[config.mk]
export PLATFORM = sky130hd
export DESIGN_NAME = row_boundary_decoder
export DESIGN_NICKNAME = d
export VERILOG_FILES = /design/src/rtl/rbd_pkg.sv /design/src/rtl/rbd_bound_regs.sv /design/src/rtl/rbd_row_cmp.sv /design/src/rtl/rbd_prio.sv /design/src/rtl/row_boundary_decoder.sv
export SDC_FILE = /design/constraint.sdc
export NUM_CORES = 1
export LEC_CHECK = 0
export BUFFER_PORTS_ARGS = -buffer_cell sky130_fd_sc_hd__buf_4
export CORE_MARGIN = 4
export CORE_UTILIZATION = 25
export DETAILED_ROUTE_END_ITERATION = 12
export GPL_ROUTABILITY_DRIVEN = 0
export MAX_ROUTING_LAYER = met4
export SYNTH_ARGS = -nofsm -noshare
export SYNTH_HDL_FRONTEND = slang
export SYNTH_SLANG_ARGS = --single-unit
[constraint.sdc]
create_clock -name clk -period 4.3 [get_ports clk]
set_input_delay 0.43 -clock clk [delete_from_list [all_inputs] [get_ports clk]]
set_output_delay 0.43 -clock clk [all_outputs]
set_load 0.005 [all_outputs]
[src/rtl/rbd_pkg.sv]
package rbd_pkg;
    typedef enum logic {
        ST_IDLE   = 1'b0,
        ST_RESULT = 1'b1
    } rbd_state_e;
endpackage

[src/rtl/rbd_bound_regs.sv]
module rbd_bound_regs #(
    parameter int NUM_ROWS = 4,
    parameter int BND_W    = 8,
    parameter int SEL_W    = 2
) (
    input  logic                               clk,
    input  logic                               rst_n,
    input  logic                               cfg_we,
    input  logic [SEL_W-1:0]                   cfg_sel,
    input  logic [BND_W-1:0]                   cfg_wdata,
    output logic [NUM_ROWS-1:0][BND_W-1:0]     bnd_q
);
    for (genvar i = 0; i < NUM_ROWS; i++) begin : g_reg
        always_ff @(posedge clk or negedge rst_n) begin
            if (!rst_n) begin
                bnd_q[i] <= '0;
            end else if (cfg_we && cfg_sel == SEL_W'(i)) begin
                bnd_q[i] <= cfg_wdata;
            end
        end

        AST_WRITE_LANDS: assert property (@(posedge clk) disable iff (!rst_n)
            (cfg_we && cfg_sel == SEL_W'(i)) |=> (bnd_q[i] == $past(cfg_wdata)));
    end
endmodule

[src/rtl/rbd_row_cmp.sv]
module rbd_row_cmp #(
    parameter int NUM_ROWS = 4,
    parameter int BND_W    = 8
) (
    input  logic                           clk,
    input  logic                           rst_n,
    input  logic [BND_W-1:0]               addr_top,
    input  logic [NUM_ROWS-1:0][BND_W-1:0] bnd,
    output logic [NUM_ROWS-1:0]            hit_vec,
    output logic [NUM_ROWS-1:0]            populated
);
    for (genvar i = 0; i < NUM_ROWS; i++) begin : g_row
        logic [BND_W-1:0] floor_v;
        if (i == 0) begin : g_first
            assign floor_v = '0;
        end else begin : g_next
            assign floor_v = bnd[i-1];
        end

        assign populated[i] = bnd[i] > floor_v;
        assign hit_vec[i]   = (addr_top >= floor_v) && (addr_top < bnd[i]);

        AST_EMPTY_NO_MATCH: assert property (@(posedge clk) disable iff (!rst_n)
            !populated[i] |-> !hit_vec[i]);
    end
endmodule

[src/rtl/rbd_prio.sv]
module rbd_prio #(
    parameter int NUM_ROWS = 4,
    parameter int IDX_W    = 2
) (
    input  logic [NUM_ROWS-1:0] hit_vec,
    output logic [NUM_ROWS-1:0] onehot,
    output logic [IDX_W-1:0]    idx,
    output logic                any
);
    always_comb begin
        onehot = '0;
        idx    = '0;
        any    = 1'b0;
        for (int i = NUM_ROWS - 1; i >= 0; i--) begin
            if (hit_vec[i]) begin
                onehot    = '0;
                onehot[i] = 1'b1;
                idx       = IDX_W'(i);
                any       = 1'b1;
            end
        end
    end
endmodule

[src/rtl/row_boundary_decoder.sv]
module row_boundary_decoder
    import rbd_pkg::*;
#(
    parameter int ADDR_W   = 32,
    parameter int BND_W    = 8,
    parameter int NUM_ROWS = 4
) (
    input  logic                          clk,
    input  logic                          rst_n,
    input  logic                          cfg_we,
    input  logic [$clog2(NUM_ROWS)-1:0]   cfg_sel,
    input  logic [BND_W-1:0]              cfg_wdata,
    input  logic                          req_valid,
    input  logic [ADDR_W-1:0]             req_addr,
    output logic                          rsp_valid,
    output logic [NUM_ROWS-1:0]           rsp_row_onehot,
    output logic [$clog2(NUM_ROWS)-1:0]   rsp_row_idx,
    output logic                          rsp_hit,
    output logic [NUM_ROWS-1:0]           row_populated
);
    localparam int IDX_W = $clog2(NUM_ROWS);
    localparam int SHIFT = ADDR_W - BND_W;

    logic [NUM_ROWS-1:0][BND_W-1:0] bnd;
    logic [NUM_ROWS-1:0]            hit_vec;
    logic [NUM_ROWS-1:0]            sel_d;
    logic [IDX_W-1:0]               idx_d;
    logic                           hit_d;
    rbd_state_e                     state_q;

    rbd_bound_regs #(.NUM_ROWS(NUM_ROWS), .BND_W(BND_W), .SEL_W(IDX_W)) u_regs (
        .clk(clk), .rst_n(rst_n), .cfg_we(cfg_we), .cfg_sel(cfg_sel),
        .cfg_wdata(cfg_wdata), .bnd_q(bnd)
    );

    rbd_row_cmp #(.NUM_ROWS(NUM_ROWS), .BND_W(BND_W)) u_cmp (
        .clk(clk), .rst_n(rst_n), .addr_top(req_addr[ADDR_W-1:SHIFT]),
        .bnd(bnd), .hit_vec(hit_vec), .populated(row_populated)
    );

    rbd_prio #(.NUM_ROWS(NUM_ROWS), .IDX_W(IDX_W)) u_prio (
        .hit_vec(hit_vec), .onehot(sel_d), .idx(idx_d), .any(hit_d)
    );

    // State register
    always_ff @(posedge clk or negedge rst_n) begin
        if (!rst_n) begin
            state_q <= ST_IDLE;
        end else begin
            unique case (state_q)
                ST_IDLE:   state_q <= req_valid ? ST_RESULT : ST_IDLE;
                ST_RESULT: state_q <= req_valid ? ST_RESULT : ST_IDLE;
                default:   state_q <= ST_IDLE;
            endcase
        end
    end

    // Result capture
    always_ff @(posedge clk or negedge rst_n) begin
        if (!rst_n) begin
            rsp_row_onehot <= '0;
            rsp_row_idx    <= '0;
            rsp_hit        <= 1'b0;
        end else if (req_valid) begin
            rsp_row_onehot <= sel_d;
            rsp_row_idx    <= idx_d;
            rsp_hit        <= hit_d;
        end
    end

    // Outputs from state
    always_comb begin
        unique case (state_q)
            ST_RESULT: rsp_valid = 1'b1;
            default:   rsp_valid = 1'b0;
        endcase
    end

    AST_SEL_ONEHOT: assert property (@(posedge clk) disable iff (!rst_n)
        $onehot0(rsp_row_onehot));
    AST_HIT_AGREES: assert property (@(posedge clk) disable iff (!rst_n)
        rsp_hit |-> rsp_row_onehot[rsp_row_idx]);
    AST_MISS_CLEAN: assert property (@(posedge clk) disable iff (!rst_n)
        !rsp_hit |-> (rsp_row_onehot == '0 && rsp_row_idx == '0));
    AST_RSP_FOLLOWS: assert property (@(posedge clk) disable iff (!rst_n)
        req_valid |=> rsp_valid);
    AST_RSP_QUIET: assert property (@(posedge clk) disable iff (!rst_n)
        !req_valid |=> !rsp_valid);
    AST_RESULT_HOLD: assert property (@(posedge clk) disable iff (!rst_n)
        !req_valid |=> ($stable(rsp_row_onehot) && $stable(rsp_hit) && $stable(rsp_row_idx)));
endmodule

==> results.txt, run 1 <==
----------------------------------------------------
[Floorplanning]
  Placeable core region ... about 0.011 sq mm
  Starting Density ... 25.8%
  Total die area ... between 0.01 and 0.015 sq mm
  Number of placed I/O pins ... 58
  Rows ... 38
  DIE HEIGHT ... about 110 um
  Floorplan die width ... 114 um

[Min path]
  Class of the worst hold path ... primary input to async pin

[Setup path]
  End of the worst register-to-register path ... rsp_row_idx[1]
  Crit path to ... row_populated[3]
  Required @ worst endpoint ... 3.87 ns
  Setup crit end kind ... primary output
  Beginning of the worst register-to-register path ... u_regs.bnd_q[9]
  Timing startpoint of the critical path ... u_regs.bnd_q[21]
  Largest driver fanout on the critical path ... 3
  Cell depth of the worst flop-to-flop path ... 8
  Path type of the worst setup path ... register to primary output
  Worst endpoint data arrival time ... 1.97 ns
  Flop-to-flop setup slack ... 2.35 ns
  Startpoint Class ... register

[Clock network]
  H-tree levels ... 2
  Clock transition at path regs ... roughly 0.070 ns
  TritonCTS clock tree ... yes
  # Post-CTS Setup Buffers ... 0
  Clock buffer count from CTS ... 5
  Clock latency on the worst-skew pair ... 0.28 ns
  Number of instances resized during post-cts repair ... 0
  Max clock buf depth ... 2
  Number of hold buffers added after cts ... 0
  Root buffer cell ... sky130_fd_sc_hd__clkbuf_16
  TritonCTS sink count ... 40

[Drt]
  Vias ... around 2,100
  Total routed wirelength ... 6570 um
  Detailed-route vias per instance ... 4.73
  Wire length per cell ... roughly 14 um
  Final routed DRC violation total ... 0
  First-pass DRT Iterations ... 4
  Post-DRT Antenna Nets ... 0
  Number of DRC markers after the initial detailed-route iteration ... 67

[Global routing]
  Largest net degree at the start of global routing ... slightly above 40
  Total gr overflow ... 0
  Vias in the first global route ... ~2,200
  Wire length of the first global-routing pass ... between 10,000 and 15,000 um
  Total routing resource utilization after global routing ... between 10% and 20%
  Initial antenna violation count ... 0

[Synth]
  Number of nets in the synthesized netlist ... ~380
  Area share of the leading cell type in the synthesized netlist ... a little over a third
  Count of cell types in the netlist ... 35
  Synthesized area ... between 0.002 and 0.003 sq mm
  Syn Area/Cell ... 10.3 sq um
  Warning count from the yosys run ... 0
  Register bit total from synthesis ... 40
  Fraction of the yosys area taken by sequential cells ... a little over a third
  Number of instances in the synthesized netlist ... 274
  Library cell occupying the most area in the post-synthesis netlist ... sky130_fd_sc_hd__dfrtp_1
  Ranking of synthesized cells by area ... sky130_fd_sc_hd__dfrtp_1 (35%), sky130_fd_sc_hd__ha_1 (24%), sky130_fd_sc_hd__mux2_2 (9.9%), sky130_fd_sc_hd__inv_1 (4.6%), sky130_fd_sc_hd__a21oi_1 (3.5%)

[Timing]
  Final hold violation count ... 0
  Summed negative setup slack over all endpoints ... 0 ns
  RSZ-0062 raised after global routing ... false
  Min cycle time layout ... 2.40 ns
  Fin. max-slew vios ... 0
  Fmax achieved ... 417 MHz
  Relative slew slack ... between 40 and 50%
  Worst clock skew ... between 0.01 and 0.015 ns
  Slew at the pin with the worst max-slew slack ... 0.776 ns
  Setup-failing EPs final ... 0
  Final worst path period share ... approximately 56%

[Cells and area]
  Layout Area Growth over Synthesis ... 20.9%
  Multi-input gate area ... roughly 0.0017 sq mm
  Final-layout fill cell count ... about 1,100
  Number of nets in the layout ... between 400 and 500
  Count of antenna diodes in the layout ... 0
  Fraction of final layout cells with drive strength greater than 1 ... 22.9%
  Sequential cell area ... between 0.001 and 0.0015 sq mm

[Placed design]
  Port buffer count ... 33
  DP HPWL ... 5600 um

[Power and ir drop]
  Maximum ir drop on the vdd rail ... 0.000175 V
  Power density relative to cell area ... 433 mW/mm^2
  Final Power ... between 1 and 1.5 mW
  Leakage power ... 1.68 nW

[Run status]
  Run status ... complete, no violations

[Run]
  Max-cap violations ... 0

----------------------------------------------------
[sequential cells by signal, indices dropped and copies added, names as in the netlist]
name and cells:
state_q 1, rsp_row_onehot 4, rsp_hit 1, u_regs.bnd_q 32
rsp_row_idx 2
[layer usage]
metal	GRT usage (%)	part of all wire (%)	wire length (um)	vias up
met5	-	0	0	-
met4	2.61	0.90	59	0
met3	2.54	3.5	231	4
met2	17.7	49	3240	29
met1	13.9	46	3040	1043
li1	-	-	-	1071
[worst max-delay path, cell delays in order (launching register included)]
cell and delay (ns):
sky130_fd_sc_hd__dfrtp_1 0.37, sky130_fd_sc_hd__inv_1 0.08, sky130_fd_sc_hd__ha_1 0.32, sky130_fd_sc_hd__a21o_1 0.17, sky130_fd_sc_hd__a21o_1 0.18, sky130_fd_sc_hd__a21oi_1 0.18
sky130_fd_sc_hd__o21ai_0 0.11, sky130_fd_sc_hd__o21a_1 0.14, sky130_fd_sc_hd__buf_4 0.14
[cells in the mapped netlist, drive strengths merged]
cell / number
nand2: 12
a41o: 1
nor4: 2
nand2b: 6
a2111oi: 2
o21ai: 24
o2111ai: 1
nand3b: 2
a211oi: 1
o211ai: 1
clkbuf: 1
inv: 35
nor2: 5
o32a: 1
o221a: 1
a22o: 3
a21oi: 20
o21a: 6
o31a: 1
nand3: 2
a31o: 1
nor3: 1
mux2: 25
dfrtp: 40
nand4: 9
nor3b: 1
ha: 55
nor2b: 4
and4: 1
a21o: 9
a31oi: 1
[metrics by stage]
step | util [%] | hold WS [ns] | worst slack, ns | std cells | instance area (sq um)
5_1_grt | 31.2 | 0.158 | 1.73 | 454 | 3430
3_5_place_dp | 29.6 | 0.438 | 2.22 | 446 | 3250
6_report | 31.2 | 0.114 | 1.90 | 454 | 3430
2_1_floorplan | - | 0.134 | 2.47 | 274 | 2840
3_3_place_gp | 29.6 | 0.435 | 2.25 | 446 | 3250
4_1_cts | 31.2 | 0.138 | 1.90 | 454 | 3430
[power by group]
group          internal [mW]  switching [mW]  leakage, nW  total, mW
clock                  0.276           0.151       0.0840      0.427
sequential             0.447          0.0570        0.481      0.504
combinational          0.270           0.281         1.11      0.551
total                  0.993           0.489         1.68       1.48
[cell usage in the layout (no fill, tap or decap), types with 3 or more instances in the layout]
master / instances
sky130_fd_sc_hd__nor2_1: 5
sky130_fd_sc_hd__a22o_1: 3
sky130_fd_sc_hd__nand2b_1: 6
sky130_fd_sc_hd__ha_1: 55
sky130_fd_sc_hd__nand2_1: 12
sky130_fd_sc_hd__mux2_2: 25
sky130_fd_sc_hd__nand4_1: 9
sky130_fd_sc_hd__buf_4: 33
sky130_fd_sc_hd__o21a_1: 6
sky130_fd_sc_hd__a21o_1: 9
sky130_fd_sc_hd__a21oi_1: 20
sky130_fd_sc_hd__clkbuf_16: 5
sky130_fd_sc_hd__dfrtp_1: 40
sky130_fd_sc_hd__nor2b_1: 4
sky130_fd_sc_hd__o21ai_0: 20
sky130_fd_sc_hd__inv_1: 35
[how the worst min path moves through the flow]
stage | from | end | slack [ns] | depth (start not counted)
floorplan | rst_n | rsp_hit | 0.13 | 0
global placement | rst_n | state_q | 0.43 | 1
detailed placement | rst_n | rsp_row_onehot[0] | 0.44 | 1
CTS | rst_n | u_regs.bnd_q[29] | 0.14 | 1
global route | rst_n | u_regs.bnd_q[20] | 0.16 | 1
finish | rst_n | u_regs.bnd_q[21] | 0.11 | 1
[area by class of cell]
class                   instances  share of cell area (%)
multi-input cells             198                    49.6
flip-flops and latches         40                    29.2
well taps                     140                    5.11
inverters                      35                    3.83
repair buffers                 33                    7.23
clock buffers                   5                    3.65
clock inverters                 3                    1.39
[cell families after synthesis]
family | share of synthesized area [%]
AOI/OAI and AO/OA | 17.0
DFF | 35.3
muxes | 9.93
buffers and inverters | 4.77
adders and majority gates | 24.3
and+or+nand+nor | 8.69
Power figures use the tool's default switching activity.
==> run 2: changes to the inputs <==
==> constraint.sdc (replaced) <==
create_clock -name clk -period 2 [get_ports clk]
set_input_delay 0.2 -clock clk [delete_from_list [all_inputs] [get_ports clk]]
set_output_delay 0.2 -clock clk [all_outputs]
set_load 0.005 [all_outputs]
==> run 2 against run 1 <==
The run now ends with negative setup slack left. Wire length is 5.7% higher. First-iteration DRC count is 9.0% higher. Worst hold slack worse by 0.036 ns. Clock power is 110% higher. Sequential share of layout area is 1.4 points lower. Utilization is 1.6 points higher. Register-to-register slack worse by 2.3 ns. Sequential power is 120% higher. Die area stayed put. Non-clock buffer count is 8 higher. Via count is 3.1% higher. Combinational power is 150% higher. Critical endpoint is now row_populated[2]. Largest cell class unchanged. Largest power group unchanged.
==> results.txt, run 2 (same netlist as run 1, synthesis figures left out) <==
----------------------------------------------------
[Run status]
  Run status ... finished, violations left (was complete, no violations)
  Violations in the final reports ... negative setup slack

[Global routing]
  Wire length of the first global-routing pass ... 11,800 um (was 11,000 um)
  Total routing resource utilization after global routing ... 11.7% (was 10.9%)
  Vias in the first global route ... 2,338 (was 2,230)
  Initial antenna violation count ... 0 (unchanged)
  Total gr overflow ... 0 (unchanged)
  Largest net degree at the start of global routing ... 41 (unchanged)

[Drt]
  Detailed-route vias per instance ... 4.79 (was 4.73)
  Post-DRT Antenna Nets ... 0 (unchanged)
  Vias ... 2,214 (was 2,147)
  Final routed DRC violation total ... 0 (unchanged)
  Wire length per cell ... 15.0 um (was 14.5 um)
  First-pass DRT Iterations ... 4 (unchanged)
  Number of DRC markers after the initial detailed-route iteration ... 73 (was 67)
  Total routed wirelength ... 6950 um (was 6570 um)

[Cells and area]
  Fraction of final layout cells with drive strength greater than 1 ... 32.0% (was 22.9%)
  Final Non-Filler Cells ... 462 (was 454)
  Leading cell type in the layout, fill and taps excluded ... sky130_fd_sc_hd__ha_1 (unchanged)
  Leading cell types in the layout, fill and taps excluded ... sky130_fd_sc_hd__ha_1 (50), sky130_fd_sc_hd__buf_4 (39), sky130_fd_sc_hd__dfrtp_1 (38), sky130_fd_sc_hd__inv_1 (30), sky130_fd_sc_hd__mux2_2 (25) (was sky130_fd_sc_hd__ha_1 (55), sky130_fd_sc_hd__dfrtp_1 (40), sky130_fd_sc_hd__inv_1 (35), sky130_fd_sc_hd__buf_4 (33), sky130_fd_sc_hd__mux2_2 (25))
  Count of antenna diodes in the layout ... 0 (unchanged)
  Max reg flops ... 32 (unchanged)
  Number of nets in the layout ... 422 (was 414)
  Layout Area Growth over Synthesis ... 27.1% (was 20.9%)
  Largest Register ... u_regs.bnd_q (unchanged)
  Leading registers by flop count ... u_regs.bnd_q: 32 flops, rsp_row_onehot: 4 flops, rsp_row_idx: 2 flops (unchanged)

[Placed design]
  Port buffer count ... 33 (unchanged)
  Number of cells after detailed placement ... 448 (was 446)
  Place WS ... 0.0742 ns (was 2.22 ns)
  DP HPWL ... 5700 um (was 5600 um)

[Setup path]
  Setup crit end kind ... primary output (unchanged)
  Worst Path Buf+Inv ... 2 (unchanged)
  Sequence of cells on the critical path ... buf_4 -> ha_4 -> a21o_1 -> a21o_1 -> a21oi_2 -> o21ai_1 -> o21a_1 -> buf_4 (was inv_1 -> ha_1 -> a21o_1 -> a21o_1 -> a21oi_1 -> o21ai_0 -> o21a_1 -> buf_4)
  Worst endpoint data arrival time ... 1.83 ns (was 1.97 ns)
  Required @ worst endpoint ... 1.80 ns (was 3.87 ns)
  Startpoint Class ... register (unchanged)
  Critical-path cell with the highest stage delay ... sky130_fd_sc_hd__dfrtp_1 (unchanged)
  Worst path max stage delay ... 0.38 ns (was 0.37 ns)
  Path type of the worst setup path ... register to primary output (unchanged)
  Kind of cell adding the most delay to the critical path ... compound AO/OA/AOI/OAI gates (unchanged)
  Largest driver fanout on the critical path ... 2 (was 3)

[Clock network]
  H-tree levels ... 2 (unchanged)
  Clock buffer count from CTS ... 5 (unchanged)
  TritonCTS clock tree ... yes (unchanged)
  Clock latency on the worst-skew pair ... 0.28 ns (about the same)
  Clock transition at path regs ... 0.06 ns (was 0.07 ns)
  TritonCTS sink count ... 40 (unchanged)
  Root buffer cell ... sky130_fd_sc_hd__clkbuf_16 (unchanged)
  Max clock buf depth ... 2 (unchanged)

[Timing]
  Worst clock skew ... 0.00267 ns (was 0.0107 ns)
  Fin. max-slew vios ... 0 (unchanged)
  Relative slew slack ... 66.0% (was 48.0%)
  Final critical-path setup slack ... -0.0334 ns (was 1.90 ns)
  Final worst path period share ... 102%
  Min cycle time layout ... 2.03 ns
  Slew at the pin with the worst max-slew slack ... 0.508 ns (was 0.776 ns)
  Final hold violation count ... 0 (unchanged)
  RSZ-0062 raised after global routing ... true (was false)
  Setup-failing EPs final ... 2 (was 0)
  Fmax achieved ... roughly 490 MHz

[Floorplanning]
  Rows ... 38 (unchanged)
  Number of placed I/O pins ... 58 (unchanged)
  Placeable core region ... 0.0110 sq mm (unchanged)
  DIE HEIGHT ... 114 um (unchanged)
  Starting Density ... 25.8% (unchanged)
  Floorplan die width ... 114 um (unchanged)
  Total die area ... 0.0131 sq mm (unchanged)

[Power and ir drop]
  Leakage power ... 1.72 nW (was 1.68 nW)
  Final Power ... 3.38 mW (was 1.48 mW)
  Maximum ir drop on the vdd rail ... 0.000432 V (was 0.000175 V)
  Power density relative to cell area ... 937 mW/mm^2 (was 433 mW/mm^2)

[Min path]
  Class of the worst hold path ... primary input to register (was primary input to async pin)

[Run]
  Max-cap violations ... 0 (unchanged)

----------------------------------------------------
[run 2: path summary, 6_finish.rpt]
| kind | startpoint | to | slack [ns] | cells past startpoint |
|---|---|---|---|---|
| hold reg to reg | rsp_row_onehot[1] | rsp_row_onehot[1] | 0.51 | 1 |
| min in group asynchronous | rst_n | state_q | 0.43 | 2 |
| hold / removal | req_valid | state_q | 0.08 | 1 |
| setup / recovery | u_regs.bnd_q[21] | row_populated[2] | -0.03 | 8 |
| max in group asynchronous | rst_n | u_regs.bnd_q[17] | 1.19 | 2 |
| setup reg to reg | u_regs.bnd_q[9] | rsp_row_idx[1] | 0.04 | 8 |
[run 2: worst reg2reg max path, delay by kind of cell (launching register included)]
kind                     cells  cell delay [ns]
AO/OA/AOI/OAI                4             0.86
flip-flops                   1             0.41
adder cells (fa/ha/maj)      1             0.25
AND/OR/NAND/NOR              2             0.23
buffers and inverters        1             0.11
[run 2: stage by stage]
stage / hold WS (ns) / util, % / cell area, sq um / TNS, ns
detailed placement: 0.206 / 29.8 / 3270 / 0
global route: 0.0788 / 32.8 / 3600 / -0.392
CTS: 0.0721 / 32.3 / 3550 / -0.0324
floorplan: -0.0956 / - / 2840 / 0
finish: 0.0779 / 32.8 / 3600 / -0.0582
global placement: 0.202 / 29.8 / 3270 / 0
[run 2: what timing repair did]
item,CTS,global route
endpoints found under the setup margin,3,8
resized for setup,19,12
setup buffers,4,1
pin swaps,5,5
hold endpoints to repair,40,0
hold buffers,1,0
gates cloned,0,0
[run 2: per-layer routing]
metal  track usage [%]  wire [um]
met5                 -          0
met4              3.48        148
met3              2.38        213
met2              18.8       3290
met1              14.8       3290
[run 2: cell type report]
class | count | area, sq um
clock buffer | 5 | 125
clock inverter | 3 | 42.5
fill | 1112 | 7380
inverter | 35 | 131
multi-input combinational | 198 | 1810
sequential | 40 | 1000
tap | 140 | 175
timing repair buffer | 41 | 314
[run 2: where the power goes]
group          switching (mW)  internal, mW
Combinational           0.683         0.683
Clock                   0.328         0.586
Sequential              0.133         0.964
Total                    1.14          2.23
==> run 3: changes to the inputs <==
--- a/config.mk
+++ b/config.mk
@@ -10,7 +10,9 @@
 export CORE_UTILIZATION = 25
 export DETAILED_ROUTE_END_ITERATION = 12
 export GPL_ROUTABILITY_DRIVEN = 0
+export HOLD_SLACK_MARGIN = 0.02
 export MAX_ROUTING_LAYER = met4
+export SKIP_CTS_REPAIR_TIMING = 1
 export SYNTH_ARGS = -nofsm -noshare
 export SYNTH_HDL_FRONTEND = slang
 export SYNTH_SLANG_ARGS = --single-unit
==> run 3 against run 2 <==
The flow still finishes with violations (negative setup slack). Worst setup slack got worse by 0.017 ns. Register-to-register slack barely moved. Die area stayed put. Sequential share of layout area shrank 0.089 points. Critical path depth is 1 higher. Combinational power hardly changed. Wire length increased by 0.98%. Fmax decreased by 0.82%. Non-clock buffer count did not move. Worst hold slack got worse by 0.0011 ns. Global-route usage decreased by 0.33 points. Cell area about the same. Critical path type unchanged.
==> results.txt, run 3 (same netlist as run 1, synthesis figures left out) <==
----------------------------------------------------
[Run status]
  Run status ... finished, violations left (unchanged)
  Violations in the final reports ... negative setup slack (unchanged)

[Power and ir drop]
  Final Power ... 3.39 mW (was 3.38 mW)
  Sequential power share ... 32.3% (was 32.5%)
  Part of the power in combinational logic ... 40.9% (was 40.5%)
  Leakage power ... 1.72 nW (about the same)
  Switching pwr ... 1.15 mW (was 1.14 mW)
  Power share of the clock group ... 26.8% (was 27.1%)
  Cell Int Power ... 2.24 mW (was 2.23 mW)
  Sw frac ... 33.8% (was 33.9%)
  Maximum ir drop on the vdd rail ... 0.000413 V (was 0.000432 V)
  Power density relative to cell area ... 940 mW/mm^2 (was 937 mW/mm^2)

[Floorplanning]
  Starting Density ... 25.8% (unchanged)
  Placeable core region ... 0.0110 sq mm (unchanged)
  DIE HEIGHT ... 114 um (unchanged)
  Rows ... 38 (unchanged)
  Number of placed I/O pins ... 58 (unchanged)
  Floorplan die width ... 114 um (unchanged)
  Total die area ... 0.0131 sq mm (unchanged)

[Global routing]
  Largest net degree at the start of global routing ... 41 (unchanged)
  Total routing resource utilization after global routing ... 11.4% (was 11.7%)
  Total gr overflow ... 0 (unchanged)
  Vias in the first global route ... 2,297 (was 2,338)
  Initial antenna violation count ... 0 (unchanged)
  Wire length of the first global-routing pass ... 11,500 um (was 11,800 um)

[Setup path]
  Startpoint Class ... register (unchanged)
  Largest driver fanout on the critical path ... 3 (was 2)
  Kind of cell adding the most delay to the critical path ... compound AO/OA/AOI/OAI gates (unchanged)
  Required @ worst endpoint ... 1.80 ns (about the same)
  Path type of the worst setup path ... register to primary output (unchanged)
  Critical-path cell with the highest stage delay ... sky130_fd_sc_hd__dfrtp_1 (unchanged)
  Worst Path Buf+Inv ... 2 (unchanged)
  Sequence of cells on the critical path ... inv_2 -> ha_4 -> nor2b_4 -> o21ai_2 -> nand2b_1 -> a21oi_2 -> o21ai_1 -> o21a_1 -> buf_4 (was buf_4 -> ha_4 -> a21o_1 -> a21o_1 -> a21oi_2 -> o21ai_1 -> o21a_1 -> buf_4)
  Worst path max stage delay ... 0.42 ns (was 0.38 ns)
  Worst endpoint data arrival time ... 1.85 ns (was 1.83 ns)
  Setup crit end kind ... primary output (unchanged)

[Drt]
  Total routed wirelength ... 7010 um (was 6950 um)
  Vias ... 2,233 (was 2,214)
  Detailed-route vias per instance ... 4.83 (was 4.79)
  Number of DRC markers after the initial detailed-route iteration ... 78 (was 73)
  First-pass DRT Iterations ... 4 (unchanged)
  Final routed DRC violation total ... 0 (unchanged)
  Post-DRT Antenna Nets ... 0 (unchanged)
  Wire length per cell ... 15.2 um (was 15.0 um)

[Timing]
  Relative slew slack ... 66.3% (was 66.0%)
  RSZ-0062 raised after global routing ... true (unchanged)
  Fin. max-slew vios ... 0 (unchanged)
  Fmax achieved ... 488 MHz (was 492 MHz)
  Setup-failing EPs final ... 1 (was 2)
  Worst clock skew ... 0.00286 ns (was 0.00267 ns)
  Final hold violation count ... 0 (unchanged)
  Summed negative setup slack over all endpoints ... -0.0501 ns (was -0.0582 ns)
  Final Hold Slack ... 0.0768 ns (was 0.0779 ns)
  Final worst path period share ... 103% (was 102%)
  Final critical-path setup slack ... -0.0501 ns (was -0.0334 ns)
  Min cycle time layout ... 2.05 ns (was 2.03 ns)
  Slew at the pin with the worst max-slew slack ... 0.504 ns (was 0.508 ns)

[Cells and area]
  Largest Register ... u_regs.bnd_q (unchanged)
  Final Util ... 32.8% (about the same)
  Leading registers by flop count ... u_regs.bnd_q: 32 flops, rsp_row_onehot: 4 flops, rsp_row_idx: 2 flops (unchanged)
  Leading cell type in the layout, fill and taps excluded ... sky130_fd_sc_hd__ha_1 (unchanged)
  Fraction of final layout cells with drive strength greater than 1 ... 32.0% (unchanged)
  Final Non-Filler Cells ... 462 (unchanged)
  Final standard cell area without fillers ... 0.00361 sq mm (was 0.00360 sq mm)
  Number of nets in the layout ... 422 (unchanged)
  Count of antenna diodes in the layout ... 0 (unchanged)
  Layout Area Growth over Synthesis ... 27.2% (was 27.1%)
  Max reg flops ... 32 (unchanged)
  Leading cell types in the layout, fill and taps excluded ... sky130_fd_sc_hd__ha_1 (50), sky130_fd_sc_hd__dfrtp_1 (40), sky130_fd_sc_hd__buf_4 (38), sky130_fd_sc_hd__inv_1 (27), sky130_fd_sc_hd__mux2_2 (25) (was sky130_fd_sc_hd__ha_1 (50), sky130_fd_sc_hd__buf_4 (39), sky130_fd_sc_hd__dfrtp_1 (38), sky130_fd_sc_hd__inv_1 (30), sky130_fd_sc_hd__mux2_2 (25))

[Placed design]
  Area of placed instances ... 0.00327 sq mm (unchanged)
  Place WS ... 0.0742 ns (unchanged)
  DP HPWL ... 5700 um (unchanged)
  Port buffer count ... 33 (unchanged)
  Number of cells after detailed placement ... 448 (unchanged)

[Clock network]
  Clock latency on the worst-skew pair ... 0.28 ns (about the same)
  TritonCTS sink count ... 40 (unchanged)
  Clock buffer count from CTS ... 5 (unchanged)
  Max clock buf depth ... 2 (unchanged)
  Root buffer cell ... sky130_fd_sc_hd__clkbuf_16 (unchanged)
  TritonCTS clock tree ... yes (unchanged)
  Clock transition at path regs ... 0.06 ns (about the same)
  H-tree levels ... 2 (unchanged)

[Min path]
  Class of the worst hold path ... primary input to register (unchanged)

[Run]
  Max-cap violations ... 0 (unchanged)

----------------------------------------------------
-- run 3: cell counts in the layout (fill, tap and decap cells not counted) --
No cell type changed its count.
-- run 3: path summary, 6_finish.rpt --
| path | end | depth (start not counted) | start | slack [ns] |
|---|---|---|---|---|
| worst min register to register | rsp_row_onehot[3] | 1 | rsp_row_onehot[3] | 0.51 |
| worst max-delay path | row_populated[2] | 9 | u_regs.bnd_q[9] | -0.05 |
| worst min-delay path | state_q | 1 | req_valid | 0.08 |
| min in group asynchronous | rsp_row_onehot[2] | 2 | rst_n | 0.43 |
| worst max register to register | rsp_row_idx[1] | 8 | u_regs.bnd_q[9] | 0.04 |
| max in group asynchronous | u_regs.bnd_q[18] | 2 | rst_n | 1.21 |
-- run 3: final cells by class --
type                    count  area (sq um)
inverters                  35           131
clock buffers               5           125
clock inverters             3          42.5
well taps                 140           175
flip-flops and latches     40          1000
multi-input cells         198          1810
fillers                  1106          7380
repair buffers             41           318
-- run 3: metal layers --
layer / vias to the layer above / track usage (%) / part of all wire (%)
met4: 0 / 3.88 / 3.0
met5: - / - / 0
met2: 42 / 17.8 / 47
met1: 1074 / 14.4 / 46
met3: 19 / 2.54 / 3.4
li1: 1098 / - / -
-- run 3: power groups by stage --
| stage | clock (mW) | combinational [mW] | sequential, mW |
|---|---|---|---|
| 3_5_place_dp | 0 | 1.21 | 1.10 |
| 6_report | 0.909 | 1.39 | 1.09 |
| 2_1_floorplan | 0 | 0.808 | 1.06 |
| 5_1_grt | 0.977 | 1.58 | 1.12 |
| 3_3_place_gp | 0 | 1.14 | 1.10 |
| 4_1_cts | 0.926 | 1.21 | 1.09 |
